--- src/rtl/regpair_pkg.sv ---
package regpair_pkg;
  typedef enum logic {
    MV_TO_ARGS  = 1'b0,
    MV_TO_SAVED = 1'b1
  } mv_kind_e;

  localparam logic [4:0] ARG_LO_IDX = 5'd10;
  localparam logic [4:0] ARG_HI_IDX = 5'd11;

  // Map a 3-bit saved-register selector onto a register index.
  function automatic logic [4:0] saved_index(input logic [2:0] sel);
    if (sel < 3'd2) saved_index = 5'd8 + {2'b00, sel};
    else            saved_index = 5'd16 + {2'b00, sel};
  endfunction
endpackage

--- src/rtl/regpair_decode.sv ---
module regpair_decode
  import regpair_pkg::*;
#(
  parameter int AW = 5
) (
  input  logic          op_valid,
  input  logic          op_kind,
  input  logic [2:0]    sel_first,
  input  logic [2:0]    sel_second,
  output logic [AW-1:0] src_lo,
  output logic [AW-1:0] src_hi,
  output logic [AW-1:0] dst_lo,
  output logic [AW-1:0] dst_hi,
  output logic          accept,
  output logic          reject
);
  logic alias_bad;

  always_comb begin
    if (op_kind == MV_TO_SAVED) begin
      src_lo = ARG_LO_IDX;
      src_hi = ARG_HI_IDX;
      dst_lo = saved_index(sel_first);
      dst_hi = saved_index(sel_second);
    end else begin
      src_lo = saved_index(sel_first);
      src_hi = saved_index(sel_second);
      dst_lo = ARG_LO_IDX;
      dst_hi = ARG_HI_IDX;
    end
  end

  assign alias_bad = (op_kind == MV_TO_SAVED) && (sel_first == sel_second);
  assign accept    = op_valid && !alias_bad;
  assign reject    = op_valid && alias_bad;
endmodule

--- src/rtl/regpair_regfile.sv ---
module regpair_regfile #(
  parameter int XLEN = 32,
  parameter int NREG = 32,
  localparam int AW  = $clog2(NREG)
) (
  input  logic                       clk,
  input  logic                       rst,
  input  logic                       pw_en,
  input  logic [AW-1:0]              pw_addr_lo,
  input  logic [XLEN-1:0]            pw_data_lo,
  input  logic [AW-1:0]              pw_addr_hi,
  input  logic [XLEN-1:0]            pw_data_hi,
  input  logic                       gw_en,
  input  logic [AW-1:0]              gw_addr,
  input  logic [XLEN-1:0]            gw_data,
  input  logic [AW-1:0]              pr_addr_lo,
  output logic [XLEN-1:0]            pr_data_lo,
  input  logic [AW-1:0]              pr_addr_hi,
  output logic [XLEN-1:0]            pr_data_hi,
  input  logic [AW-1:0]              rr_addr,
  output logic [XLEN-1:0]            rr_data,
  output logic [NREG-1:0][XLEN-1:0]  rf_view
);
  logic [NREG-1:0][XLEN-1:0] regs_q;

  assign regs_q[0] = '0;

  for (genvar i = 1; i < NREG; i++) begin : g_entry
    always_ff @(posedge clk) begin
      if (rst)                                    regs_q[i] <= '0;
      else if (pw_en && pw_addr_lo == AW'(i))     regs_q[i] <= pw_data_lo;
      else if (pw_en && pw_addr_hi == AW'(i))     regs_q[i] <= pw_data_hi;
      else if (gw_en && gw_addr == AW'(i))        regs_q[i] <= gw_data;
    end
  end

  assign pr_data_lo = regs_q[pr_addr_lo];
  assign pr_data_hi = regs_q[pr_addr_hi];
  assign rf_view    = regs_q;

  always_ff @(posedge clk) begin
    if (rst) rr_data <= '0;
    else     rr_data <= regs_q[rr_addr];
  end
endmodule

--- src/rtl/regpair_mover.sv ---
module regpair_mover #(
  parameter int XLEN = 32,
  parameter int NREG = 32,
  localparam int AW  = $clog2(NREG)
) (
  input  logic            clk,
  input  logic            rst,
  input  logic            op_valid,
  input  logic            op_kind,
  input  logic [2:0]      sel_first,
  input  logic [2:0]      sel_second,
  input  logic            wr_en,
  input  logic [AW-1:0]   wr_addr,
  input  logic [XLEN-1:0] wr_data,
  input  logic [AW-1:0]   rd_addr,
  output logic [XLEN-1:0] rd_data,
  output logic            done,
  output logic            illegal
);
  logic [AW-1:0]             src_lo, src_hi, dst_lo, dst_hi;
  logic                      accept, reject;
  logic [XLEN-1:0]           val_lo, val_hi;
  logic [NREG-1:0][XLEN-1:0] rf_view;

  regpair_decode #(.AW(AW)) u_dec (
    .op_valid  (op_valid),
    .op_kind   (op_kind),
    .sel_first (sel_first),
    .sel_second(sel_second),
    .src_lo    (src_lo),
    .src_hi    (src_hi),
    .dst_lo    (dst_lo),
    .dst_hi    (dst_hi),
    .accept    (accept),
    .reject    (reject)
  );

  regpair_regfile #(.XLEN(XLEN), .NREG(NREG)) u_rf (
    .clk       (clk),
    .rst       (rst),
    .pw_en     (accept),
    .pw_addr_lo(dst_lo),
    .pw_data_lo(val_lo),
    .pw_addr_hi(dst_hi),
    .pw_data_hi(val_hi),
    .gw_en     (wr_en),
    .gw_addr   (wr_addr),
    .gw_data   (wr_data),
    .pr_addr_lo(src_lo),
    .pr_data_lo(val_lo),
    .pr_addr_hi(src_hi),
    .pr_data_hi(val_hi),
    .rr_addr   (rd_addr),
    .rr_data   (rd_data),
    .rf_view   (rf_view)
  );

  always_ff @(posedge clk) begin
    if (rst) begin
      done    <= 1'b0;
      illegal <= 1'b0;
    end else begin
      done    <= accept;
      illegal <= reject;
    end
  end
endmodule

--- config.mk ---
export PLATFORM = sky130hd
export DESIGN_NAME = regpair_mover
export DESIGN_NICKNAME = d
export VERILOG_FILES = /design/src/rtl/regpair_pkg.sv /design/src/rtl/regpair_decode.sv /design/src/rtl/regpair_regfile.sv /design/src/rtl/regpair_mover.sv
export SDC_FILE = /design/constraint.sdc
export NUM_CORES = 2
export LEC_CHECK = 0
export ABC_AREA = 0
export BUFFER_PORTS_ARGS = -buffer_cell sky130_fd_sc_hd__buf_2
export CORE_AREA = 2 2 319 321
export CTS_CLUSTER_SIZE = 20
export DETAILED_ROUTE_END_ITERATION = 6
export DIE_AREA = 0 0 321 323
export HOLD_SLACK_MARGIN = 0.1
export PLACE_DENSITY_LB_ADDON = 0.3
export SLEW_MARGIN = 20
export SYNTH_ARGS = -nofsm -noshare
export SYNTH_HDL_FRONTEND = slang
export SYNTH_SLANG_ARGS = --single-unit
--- constraint.sdc ---
create_clock -name clk -period 3.1 [get_ports clk]
set_input_delay 0.465 -clock clk [delete_from_list [all_inputs] [get_ports clk]]
set_output_delay 0.465 -clock clk [all_outputs]
set_load 0.02 [all_outputs]
==> out/summary.md <==
The number of clock buffers inserted by TritonCTS came out at 111. The cell type with the highest aggregate area in the netlist is dfxtp_1. Counting every net in the synthesized netlist gives 6501. After detailed routing, the average wire length per cell comes to 32.27 um. In the post-synthesis netlist, the biggest area contributors are dfxtp_1 (38%), mux4_2 (13%), nand2_1 (11%).

Synthesis produced a netlist whose cell count is 6448. The run gives 0 as the count of final max-slew check failures. The worst register-to-register path has a setup slack of 0.96 ns.

Counting flops with an async set or reset pin after synthesis yields a share of 0%. In the synthesized netlist, the cells that appear most often are nand2_1 (1576), dfxtp_1 (1026), a21oi_1 (923). Once detailed placement completed, the half-perimeter wirelength came to 163.1 mm.

Final period utilization: 73.52%. Across the VDD grid, the largest voltage drop is 526.8 uV. The final number of hold-violating endpoints was 0.

Internal power comes to 23060 uW. The tools report the static leakage as 0.02132 uW. The min-delay analysis places its worst path in the category in -> reg. Synthesized-area fraction occupied by ao, oa, aoi and oai cells: 20.75%. The largest fanout on the critical path works out to 74. The most frequent cell after synthesis is nand2_1. For the site row count, the log shows 117. From synthesis to final layout, the design area changed by 12.78%. The slowest stage of the critical path belongs to the cell mux2i_1. Net switching is 27.93% of the power. Clock-pin slew was measured on the worst setup and hold paths at 0.06 ns. Setup violations remaining at the end of the flow were counted as 0. The share of synthesized area in the top cell type comes to 37.53%. For the quantity of hold-fixing buffers added after cts, the log shows 1.

Broken down by cell family, the worst path's largest delay share belongs to compound AO/OA/AOI/OAI gates. The tools report the detailed-route wire length as 250.0 mm. The number of nets with antenna violations after routing was 0. The cell count after placement came out at 7531. Dividing the detail-routed via count by the number of cells gives 7.044.

The tools report the number of I/O pins as 87. Registers take 20540 um^2. The setup clock skew after layout is 0.03854 ns.

Static timing analysis puts the maximum clock frequency at 438.8 MHz. Number of antenna violations at the first check in global routing: 18. The number of buffers and inverters on the critical path is 2. The flow ran to the end, and the final reports show no timing, DRC or antenna violations. Element type at the critical path start: a primary input. Buffers placed on the I/O ports in this run total 86.

The simple-gate portion of the synthesized area was 16.86%; the transition time at the pin with the least slew margin was 1.085 ns. Max-cap violations in this run came to 0. Cells fill 61.28% of the core in the end.

Registers are responsible for 43.1% of the overall power. The synthesized-area fraction occupied by xor and xnor cells works out to 0.1097%. In this run, post-CTS repair resized a total of 0 instances.

Walking the worst path, the cells encountered are buf_6 -> buf_12 -> mux2i_1 -> a22oi_1 -> o211ai_2 -> o22ai_1 -> a221oi_1 -> nor3_1. Entering global routing, the biggest net connects 157 pins. The largest incremental delay on the critical path works out to 0.69 ns. The share of layout cells above drive strength 1 was 18.53%; the post-route worst setup slack was 0.8210 ns. In the final design database the tool counted 6389 nets. Residual overflow from global routing: 0. TritonCTS built the clock tree.

Synthesis instantiated 103 different standard cells from the library. For the post-detailed-route DRC marker count, the log shows 0. Path type of the worst setup path: in -> reg. The number of setup buffers added after CTS is 0. The die is 323 um tall. By area, the combinational part of the netlist is dominated by compound AO/OA/AOI/OAI gates. The multiplexer share of the synthesized area was 19.24%; the total net switching power was 8937 uW. Maximum buffer depth of the clock tree: 3. After floorplanning, the core was sized to cover 100700 um^2. For this block, the initial DRC count from the detailed router was 8616. The number of inserted filler cells in the final layout was 8594; the placement-stage worst setup slack was 0.1731 ns. Library cell used as clock root buffer: clkbuf_16.

Global routing consumed, over all layers together, 47.05% of the routing resources. The setup TNS was 0 ns; the synthesized cell area was 54720 um^2. For the normalized max-slew margin, the log shows 27.41%.

The sort of element at the end of the critical path is a flip-flop. Once the floorplan was initialized, standard cells occupied 54.33% of the core. The clock reaches the later pin of the worst-skew pair after 0.75 ns.

The global placement routability congestion came out at 1.045. The multi-input combinational cells in the finished layout cover a total of 31400 um^2. The arrival time at the worst endpoint was 2.87 ns. The logs give 44.4% for the proportion of power drawn by the clock network and 37.53% for the register area share after synthesis. The count of flip-flops with a built-in enable after synthesis was 0; the horizontal die dimension was 321 um. The count of non-filler cells in the finished layout was 7748.

Setup repair after global routing left no endpoint under its margin. The endpoint required time on the critical path is 3.69 ns. In the synthesized netlist the dominant register cell turns out to be dfxtp_1. In this run the number of H-tree levels came out at 3. Per report_power, the combinational group accounts for 12.5% of the total. Power spread over the standard cell area amounts to 518.4 nW/um^2. Averaged over all synthesized cells, the footprint is 8.487 um^2. Subtracting the final worst setup slack from the clock period gives 2.279 ns. Counting every sink on the clock net gives 1026. The iteration count of the initial detailed-routing pass was 7.

Yosys printed 0 warnings. The first global-routing pass estimated 357.1 mm of wire. The synthesized design contains 1026 register bits.

The detailed router placed 54575 vias in this run. Of the total synthesized cell area, the portion taken by full adders, half adders and majority gates is 0%. The floorplan step defined a die boundary enclosing 103700 um^2. For the via count of the first global-routing pass, the log shows 51147.
[area by class of cell]
class                           count  share of cell area (%)
Antenna cell                       12                 0.04865
Timing Repair Buffer              461                   6.747
Clock inverter                     40                  0.8879
Multi-Input combinational cell   4716                   50.88
Sequential cell                  1026                   33.28
Inverter                           20                  0.1216
Tap cell                         1309                   2.654
Clock buffer                      164                   5.380
[state kept, by name, indices dropped and copies added (netlist names)]
signal and count:
illegal 1, u_rf.rf_view 992, done 1, u_rf.rr_data 32
[path summary, 6_finish.rpt]
| path | startpoint | end | cells after the start |
|---|---|---|---|
| setup / recovery | sel_second[0] | u_rf.rf_view[756]$_SDFFE_PP0P_ | 8 |
| hold / removal | op_valid | illegal$_SDFF_PP0_ | 3 |
| setup reg to reg | u_rf.rf_view[286]$_SDFFE_PP0P_ | u_rf.rf_view[702]$_SDFFE_PP0P_ | 5 |
| hold reg to reg | u_rf.rf_view[104]$_SDFFE_PP0P_ | u_rf.rf_view[104]$_SDFFE_PP0P_ | 2 |
[power groups by stage]
stage,logic (uW),clock network (uW),registers (uW)
after detailed placement,3830,0,14000
after CTS,3840,14200,13800
final,4010,14200,13800
after floorplan,2370,0,13900
after global routing,4110,14700,13800
after global placement,3810,0,14000
[cell families after synthesis]
kind of cell | count (synthesis)
AND/OR/NAND/NOR | 2270
AO/OA/AOI/OAI | 1796
flip-flops | 1026
buffers and inverters | 706
multiplexers | 644
XOR/XNOR | 6
[routing by layer]
layer | vias up | routed length, um | GRT usage (%)
li1 | 22935 | - | -
met1 | 26398 | 89040 | 58.24
met2 | 4146 | 105900 | 68.80
met3 | 1086 | 30100 | 11.93
met4 | 10 | 24940 | 39.97
met5 | - | 66 | 0
[stage by stage]
step | total power (uW) | area (um^2) | hold slack (ns)
final | 32000 | 61720 | 0.1530
after global routing | 32630 | 61700 | 0.1705
after CTS | 31780 | 61690 | 0.1314
after detailed placement | 17880 | 57810 | 0.4431
after global placement | 17850 | 57800 | 0.4380
after floorplan | 16300 | 54720 | 0.4329
[tightest hold or removal path, stage by stage]
cell and delay, ns:
buf_2 0.21, nand2_1 0.11, nor3_1 0.04
[cells in the final DEF, fill, tap and decap left out, types with 14 or more instances in the layout]
cell          n
nand2_1    1575
dfxtp_1    1026
a21oi_1     923
nor2_1      385
mux4_2      316
buf_4       308
mux2i_1     225
o21ai_0     153
o22ai_1     116
clkbuf_16   114
nor3_1      106
mux2_2      103
a211oi_1     91
buf_2        78
a22o_1       76
o32ai_1      70
buf_12       69
o221ai_1     51
a22oi_1      45
nand3_1      37
a221oi_1     33
clkbuf_8     29
o211ai_1     25
a2bb2oi_1    24
clkinv_2     23
nor2b_1      22
clkbuf_1     22
inv_1        18
a211oi_2     14
o211a_1      14
No activity file was read; power rests on OpenSTA's default activity.
